--- config.mk ---
export PLATFORM = sky130hd
export DESIGN_NAME = io_cfg_decoder
export DESIGN_NICKNAME = d
export VERILOG_FILES = /design/src/rtl/io_cfg_pkg.sv /design/src/rtl/io_cfg_ctrl.sv /design/src/rtl/io_cfg_datapath.sv /design/src/rtl/io_cfg_decoder.sv
export SDC_FILE = /design/constraint.sdc
export NUM_CORES = 1
export LEC_CHECK = 0
export ABC_CLOCK_PERIOD_IN_PS = 2400
export BUFFER_PORTS_ARGS = -buffer_cell sky130_fd_sc_hd__buf_2
export CORE_AREA = 3 3 83 100
export CTS_CLUSTER_DIAMETER = 80
export DETAILED_ROUTE_END_ITERATION = 10
export DIE_AREA = 0 0 86 103
export GPL_TIMING_DRIVEN = 0
export PLACE_DENSITY = 0.77
export SLEW_MARGIN = 20
export SYNTH_ARGS = -nofsm -noshare
export SYNTH_HDL_FRONTEND = slang
export SYNTH_SLANG_ARGS = --single-unit
--- constraint.sdc ---
create_clock -name clk -period 2.4 [get_ports clk]
set_clock_uncertainty 0.2 [all_clocks]
set_input_delay 0.12 -clock clk [delete_from_list [all_inputs] [get_ports clk]]
set_output_delay 0.12 -clock clk [all_outputs]
set_load 0.02 [all_outputs]
--- src/rtl/io_cfg_pkg.sv ---
package io_cfg_pkg;

  typedef enum logic [1:0] {
    RGN_IO     = 2'd0,
    RGN_CFG    = 2'd1,
    RGN_INTREG = 2'd2,
    RGN_ERR    = 2'd3
  } region_e;

  // Strobes handed from the decode control to the datapath
  typedef struct packed {
    logic accValid;
    logic errPort;
    logic cfgAddrWr;
    logic cfgAddrRd;
    logic dataWin;
  } decStrobe_t;

  localparam logic [15:0] CFG_ADDR_PORT = 16'h0CF8;
  localparam logic [15:0] CFG_DATA_BASE = 16'h0CFC;
  localparam int          CFG_REG_BYTES = 4;

endpackage

--- src/rtl/io_cfg_ctrl.sv ---
module io_cfg_ctrl
  import io_cfg_pkg::*;
#(
  parameter int PORT_IN_W = 20,
  parameter int SIZE_W    = 3
) (
  input  logic                 clk,
  input  logic                 rstN,
  input  logic                 reqValid,
  input  logic [PORT_IN_W-1:0] reqPort,
  input  logic [SIZE_W-1:0]    reqSize,
  input  logic                 reqWrite,
  output decStrobe_t           strobes
);

  localparam int PORT_W = 16;

  logic              highSet;
  logic [PORT_W-1:0] portLo;
  logic              isCfgAddr;
  logic              inWindow;

  generate
    if (PORT_IN_W > PORT_W) begin : g_wide
      assign highSet = |reqPort[PORT_IN_W-1:PORT_W];
    end else begin : g_narrow
      assign highSet = 1'b0;
    end
  endgenerate

  assign portLo    = reqPort[PORT_W-1:0];
  assign isCfgAddr = (portLo == CFG_ADDR_PORT) &&
                     (reqSize == SIZE_W'(CFG_REG_BYTES));
  assign inWindow  = (portLo[PORT_W-1:2] == CFG_DATA_BASE[PORT_W-1:2]);

  always_comb begin
    strobes           = '0;
    strobes.accValid  = reqValid;
    strobes.errPort   = reqValid && highSet;
    strobes.cfgAddrWr = reqValid && !highSet && isCfgAddr && reqWrite;
    strobes.cfgAddrRd = reqValid && !highSet && isCfgAddr && !reqWrite;
    strobes.dataWin   = reqValid && !highSet && inWindow;
  end


  size_gate_chk: assert property (@(posedge clk) disable iff (!rstN)
    (reqValid && reqSize != SIZE_W'(CFG_REG_BYTES)) |->
      !(strobes.cfgAddrWr || strobes.cfgAddrRd));


  err_excl_chk: assert property (@(posedge clk) disable iff (!rstN)
    strobes.errPort |-> !(strobes.cfgAddrWr || strobes.cfgAddrRd || strobes.dataWin));

endmodule

--- src/rtl/io_cfg_datapath.sv ---
module io_cfg_datapath
  import io_cfg_pkg::*;
#(
  parameter int              PORT_IN_W  = 20,
  parameter int              ADDR_W     = 40,
  parameter int              DATA_W     = 32,
  parameter logic [39:0]     IO_PREFIX  = 40'h20_0000_0000,
  parameter logic [39:0]     CFG_PREFIX = 40'h40_0000_0000
) (
  input  logic                 clk,
  input  logic                 rstN,
  input  decStrobe_t           strobes,
  input  logic [PORT_IN_W-1:0] reqPort,
  input  logic [DATA_W-1:0]    reqWrData,
  output logic                 outValid,
  output logic [ADDR_W-1:0]    outAddr,
  output logic [1:0]           outRegion,
  output logic                 outInternal,
  output logic [DATA_W-1:0]    outRdData,
  output logic                 outErr
);

  localparam logic [ADDR_W-1:0] IO_BASE  = IO_PREFIX[ADDR_W-1:0];
  localparam logic [ADDR_W-1:0] CFG_BASE = CFG_PREFIX[ADDR_W-1:0];

  logic [DATA_W-1:0] cfgReg;
  logic              cfgEnable;
  logic [ADDR_W-1:0] cfgAddr;
  logic [ADDR_W-1:0] ioAddr;

  logic [ADDR_W-1:0] nAddr;
  region_e           nRegion;
  logic              nInternal;
  logic [DATA_W-1:0] nRdData;

  assign cfgEnable = cfgReg[DATA_W-1];
  assign cfgAddr   = CFG_BASE | ADDR_W'({cfgReg[DATA_W-2:2], reqPort[1:0]});
  assign ioAddr    = IO_BASE | ADDR_W'(reqPort[15:0]);

  always_comb begin
    nAddr     = '0;
    nRegion   = RGN_IO;
    nInternal = 1'b0;
    nRdData   = '0;
    if (strobes.errPort) begin
      nRegion = RGN_ERR;
    end else if (strobes.cfgAddrWr || strobes.cfgAddrRd) begin
      nRegion   = RGN_INTREG;
      nInternal = 1'b1;
      if (strobes.cfgAddrRd) nRdData = cfgReg;
    end else if (strobes.dataWin && cfgEnable) begin
      nRegion = RGN_CFG;
      nAddr   = cfgAddr;
    end else if (strobes.accValid) begin
      nAddr = ioAddr;
    end
  end

  always_ff @(posedge clk) begin
    if (!rstN) begin
      cfgReg <= '0;
    end else if (strobes.cfgAddrWr) begin
      cfgReg <= reqWrData;
    end
  end

  always_ff @(posedge clk) begin
    if (!rstN || !strobes.accValid) begin
      outValid    <= 1'b0;
      outAddr     <= '0;
      outRegion   <= 2'd0;
      outInternal <= 1'b0;
      outRdData   <= '0;
      outErr      <= 1'b0;
    end else begin
      outValid    <= 1'b1;
      outAddr     <= nAddr;
      outRegion   <= nRegion;
      outInternal <= nInternal;
      outRdData   <= nRdData;
      outErr      <= strobes.errPort;
    end
  end


  valid_latency_chk: assert property (@(posedge clk) disable iff (!rstN)
    strobes.accValid |=> outValid);


  idle_out_chk: assert property (@(posedge clk) disable iff (!rstN)
    !strobes.accValid |=> (!outValid && !outInternal && !outErr));


  reg_load_chk: assert property (@(posedge clk) disable iff (!rstN)
    strobes.cfgAddrWr |=> (cfgReg == $past(reqWrData)));


  reg_hold_chk: assert property (@(posedge clk) disable iff (!rstN)
    !strobes.cfgAddrWr |=> $stable(cfgReg));


  cfg_enable_chk: assert property (@(posedge clk) disable iff (!rstN)
    (strobes.dataWin && !strobes.errPort) |=>
      ((outRegion == 2'(RGN_CFG)) == $past(cfgEnable)));


  err_region_chk: assert property (@(posedge clk) disable iff (!rstN)
    outErr |-> (outRegion == 2'(RGN_ERR) && !outInternal));

endmodule

--- src/rtl/io_cfg_decoder.sv ---
module io_cfg_decoder
  import io_cfg_pkg::*;
#(
  parameter int          PORT_IN_W  = 20,
  parameter int          SIZE_W     = 3,
  parameter int          ADDR_W     = 40,
  parameter int          DATA_W     = 32,
  parameter logic [39:0] IO_PREFIX  = 40'h20_0000_0000,
  parameter logic [39:0] CFG_PREFIX = 40'h40_0000_0000
) (
  input  logic                 clk,
  input  logic                 rstN,
  input  logic                 reqValid,
  input  logic [PORT_IN_W-1:0] reqPort,
  input  logic [SIZE_W-1:0]    reqSize,
  input  logic                 reqWrite,
  input  logic [DATA_W-1:0]    reqWrData,
  output logic                 outValid,
  output logic [ADDR_W-1:0]    outAddr,
  output logic [1:0]           outRegion,
  output logic                 outInternal,
  output logic [DATA_W-1:0]    outRdData,
  output logic                 outErr
);

  decStrobe_t strobes;

  io_cfg_ctrl #(
    .PORT_IN_W (PORT_IN_W),
    .SIZE_W    (SIZE_W)
  ) ctrl_i (
    .clk      (clk),
    .rstN     (rstN),
    .reqValid (reqValid),
    .reqPort  (reqPort),
    .reqSize  (reqSize),
    .reqWrite (reqWrite),
    .strobes  (strobes)
  );

  io_cfg_datapath #(
    .PORT_IN_W  (PORT_IN_W),
    .ADDR_W     (ADDR_W),
    .DATA_W     (DATA_W),
    .IO_PREFIX  (IO_PREFIX),
    .CFG_PREFIX (CFG_PREFIX)
  ) dp_i (
    .clk         (clk),
    .rstN        (rstN),
    .strobes     (strobes),
    .reqPort     (reqPort),
    .reqWrData   (reqWrData),
    .outValid    (outValid),
    .outAddr     (outAddr),
    .outRegion   (outRegion),
    .outInternal (outInternal),
    .outRdData   (outRdData),
    .outErr      (outErr)
  );

endmodule

==> results_tabular.tex <==
\begin{tabular}{lr}
\hline
Metric & Value \\
\hline
\multicolumn{2}{l}{\textbf{Outcome}} \\
\quad Status & complete, no violations \\
\multicolumn{2}{l}{\textbf{Synthesis}} \\
\quad Dominant synthesized flop cell & dfxtp\_1 \\
\quad Cells taking the most area after synthesis & dfxtp\_1 (58\%), mux2i\_1 (9.4\%), and2\_1 (8.9\%) \\
\quad Flip-flop and latch count after synthesis & approximately 100 \\
\quad Number of enable-type register cells in the synthesized netlist & 0 \\
\quad Combined area of all synthesized cells & roughly 3500 um2 \\
\quad Fraction of post-synthesis cell area in the top cell type by area & between 50\% and 60\% \\
\quad Syn Area/Cell & about 11 um2 \\
\quad Cell type with the highest aggregate area in the netlist & dfxtp\_1 \\
\quad Cell with the most instances after synthesis & dfxtp\_1 \\
\quad FFs w/ async S/R, synth & 0\% \\
\quad Sequential share of the synthesized area & between 50 and 60\% \\
\quad Yosys warning total & 0 \\
\quad Number of distinct standard cells referenced by the synthesized netlist & 29 \\
\quad Top post-synthesis cells by count & dfxtp\_1 (102), nand2\_1 (72), and2\_1 (50) \\
\quad Post-Synthesis Cells & approximately 330 \\
\multicolumn{2}{l}{\textbf{Power and ir drop}} \\
\quad Clock network fraction of total power & 38.7\% \\
\quad Leak & about 2.3 nW \\
\quad Part of the total power dissipated in combinational logic & 6.7\% \\
\quad Power spent charging and discharging nets & $\sim$0.00068 W \\
\quad Power density over the cells & between 600 and 700 nW/um2 \\
\quad Fraction of power spent switching nets & 21.7\% \\
\quad Power Internal & approximately 0.0024 W \\
\quad Sequential cell fraction of total power & a little over half \\
\quad Maximum ir drop on the vdd rail & about 0.41 mV \\
\multicolumn{2}{l}{\textbf{Global route}} \\
\quad Global-route wire length before repair & around 14000 um \\
\quad Vias in the first global route & 2917 \\
\quad Total global-route track usage & 20.4\% \\
\quad Residual overflow from global routing & 0 \\
\quad Antenna violations before repair & 0 \\
\quad Pin count of the biggest net entering global routing & 18 \\
\multicolumn{2}{l}{\textbf{Floorplan}} \\
\quad Area of the core & between 7000 and 8000 um2 \\
\quad Effective utilization at floorplan & $\sim$48\% \\
\quad Area of the die & roughly 8900 um2 \\
\quad Die width & around 86 um \\
\quad Die Y-Extent & $\sim$100 um \\
\quad Number of top-level pins & 136 \\
\quad Std-Cell Rows & 34 \\
\multicolumn{2}{l}{\textbf{Routing}} \\
\quad Number of vias per cell after detailed routing & around 4.7 \\
\quad Detailed Routing Iterations Pass 1 & 4 \\
\quad Count of routing violations after the opening detailed-route iteration & 89 \\
\quad Post-DRT Antenna Nets & 0 \\
\quad Total wire length & $\sim$9100 um \\
\quad DR vias & approximately 3000 \\
\quad Routed len/inst & around 15 um \\
\quad \# DRC & 0 \\
\multicolumn{2}{l}{\textbf{Critical path}} \\
\quad Register-to-register setup slack & 0.51 ns \\
\quad Required time of the worst setup path & around 2.5 ns \\
\quad Worst setup SP type & primary input \\
\quad Cell count of the worst reg-to-reg path & 4 \\
\quad Worst R2R End & dp\_i.outAddr[11]\$\_SDFF\_PP0\_ \\
\quad CP Class & primary input to register \\
\quad R2r startpoint & dp\_i.cfgReg[31]\$\_SDFFE\_PN0P\_ \\
\quad Arrival time reported for the critical path endpoint & $\sim$2.3 ns \\
\quad Maximum fanout along the worst path & 10 \\
\quad Kind of capture point of the worst setup path & register \\
\multicolumn{2}{l}{\textbf{STA}} \\
\quad Worst hold slack & 0.0198 ns \\
\quad Count of pins over their slew limit & 0 \\
\quad Relative slew margins & 41.3\% \\
\quad Setup repair after global routing missed its margin & false \\
\quad Pin slew with the least headroom to its limit & a little under 0.9 ns \\
\quad Peak Freq & roughly 0.44 GHz \\
\quad Fin crit share & about 94\% \\
\quad Final count of negative-setup-slack endpoints & 0 \\
\quad Tmin final & 2.26 ns \\
\quad Number of endpoints with negative hold slack in the final report & 0 \\
\multicolumn{2}{l}{\textbf{Hold path}} \\
\quad Hold Path End & dp\_i.outAddr[37]\$\_SDFF\_PP0\_ \\
\quad Cells on Worst Hold Path & 4 \\
\quad Type of the worst min-delay path & primary input to register \\
\quad Worst hold path startpoint & reqPort[14] \\
\multicolumn{2}{l}{\textbf{Layout}} \\
\quad FILL cells & 571 \\
\quad Number of non-filler instances in the completed layout & between 600 and 700 \\
\quad Area overhead of the layout relative to synthesis & 43.9\% \\
\quad Layout net count & a little under 600 \\
\quad Share of cells above drive strength 1 & 31.4\% \\
\quad Final antenna diode count & 0 \\
\multicolumn{2}{l}{\textbf{Placement}} \\
\quad Routability congestion estimate from global placement & 0.825 \\
\quad Port Buf Inserts & around 130 \\
\quad Number of instances in the placed design & between 500 and 600 \\
\quad Detailed-placement wirelength estimate & around 6000 um \\
\multicolumn{2}{l}{\textbf{Clock tree}} \\
\quad Clock tree buffer depth & 2 \\
\quad Total clock sinks & between 100 and 150 \\
\quad CTS tree & done \\
\quad Worst-skew pair later-pin latency & between 0.3 and 0.4 ns \\
\quad Level count of the clock H-tree & 3 \\
\quad Number of CTS-inserted buffers & 9 \\
\quad Clock transition time at the flip-flop clock pins of the worst setup and hold paths & roughly 0.090 ns \\
\quad Clock tree root buffer cell & clkbuf\_8 \\
\multicolumn{2}{l}{\textbf{Flow run}} \\
\quad Max Cap Violations & 0 \\
\hline
\end{tabular}
==> sequential cells by signal, indices dropped and copies added (netlist names) <==
register,count
dp_i.outRdData,32
dp_i.outInternal,1
dp_i.outAddr,33
dp_i.outRegion,2
dp_i.outErr,1
dp_i.cfgReg,32
dp_i.outValid,1
==> metal layers <==
layer / GRT usage, % / wire length [um] / vias to the layer above
met5: 0 / 0 / -
met4: 5.48 / 150 / 0
met3: 5.92 / 648 / 14
met2: 36.6 / 4680 / 128
met1: 23.7 / 3630 / 1335
li1: - / - / 1464
==> what timing repair did <==
action,CTS,global route
setup buffers,0,2
endpoints found under the setup margin,0,9
hold buffers,52,0
resized for setup,0,1
endpoints found under the hold margin,55,0
==> power groups by stage <==
stage	logic (W)	clock network, W	registers, W
floorplan	0.0000611	0	0.00174
finish	0.000210	0.00120	0.00170
global route	0.000228	0.00130	0.00170
CTS	0.000205	0.00123	0.00170
global placement	0.000137	0	0.00174
detailed placement	0.000139	0	0.00174
==> per-stage QoR <==
step                util [%]  total power, W  worst slack, ns  instance area [um2]  TNS [ns]
CTS                     68.5         0.00313           0.0722                 5040         0
global route            68.8         0.00323           0.0248                 5060         0
detailed placement      58.3         0.00188           -0.206                 4290     -3.31
global placement        58.3         0.00187           -0.186                 4290     -2.57
finish                  68.8         0.00311            0.138                 5060         0
floorplan                  -         0.00180            0.298                 3540         0
==> layout make-up <==
cell class	instances	area, um2	area share, %
well taps	90	113	2.22
multi-input cells	207	1310	25.8
clock buffers	10	138	2.72
plain buffers	25	199	3.93
inverters	1	3.75	0.0741
flip-flops and latches	102	2040	40.3
repair buffers	181	1170	23.1
clock inverters	6	91.3	1.80
==> how the worst max path moves through the flow <==
stage | start | slack, ns | depth (start not counted) | to
final | reqPort[2] | 0.14 | 7 | dp_i.cfgReg[19]$_SDFFE_PN0P_
after global routing | reqPort[19] | 0.02 | 5 | dp_i.outErr$_SDFF_PN0_
after CTS | reqPort[10] | 0.07 | 6 | dp_i.outAddr[11]$_SDFF_PP0_
after detailed placement | reqPort[19] | -0.21 | 6 | dp_i.outAddr[3]$_SDFF_PP0_
after global placement | reqPort[19] | -0.19 | 6 | dp_i.outAddr[7]$_SDFF_PP0_
after floorplan | reqPort[12] | 0.30 | 6 | dp_i.cfgReg[0]$_SDFFE_PN0P_
==> kinds of logic (layout without fill, tap and decap cells) <==
family / Yosys count / in the layout / synth area share (%)
flip-flops: 102 / 102 / 58.0
other: 1 / 7 / 0.107
buffers and inverters: 26 / 223 / 5.76
AO/OA/AOI/OAI: 19 / 19 / 4.94
AND/OR/NAND/NOR: 148 / 148 / 21.8
multiplexers: 33 / 33 / 9.39
==> critical path, stage by stage <==
cell	delay [ns]
dlygate4sd3_1	0.56
buf_2	0.15
nor4_1	0.35
nand2_1	0.25
nor3_4	0.48
buf_8	0.22
mux2i_1	0.20
==> cells in the final DEF (no fill, tap or decap), types with 7 or more instances in the layout <==
master / Yosys / final
nand2_1: 72 / 72
and2_1: 50 / 50
buf_2: 0 / 127
mux2i_1: 33 / 33
dfxtp_1: 102 / 102
clkbuf_8: 0 / 10
buf_4: 7 / 9
conb_1: 1 / 7
nor2_1: 9 / 9
dlygate4sd3_1: 0 / 52
clkbuf_1: 9 / 9
Note: power is estimated with default switching activity, not from simulation.
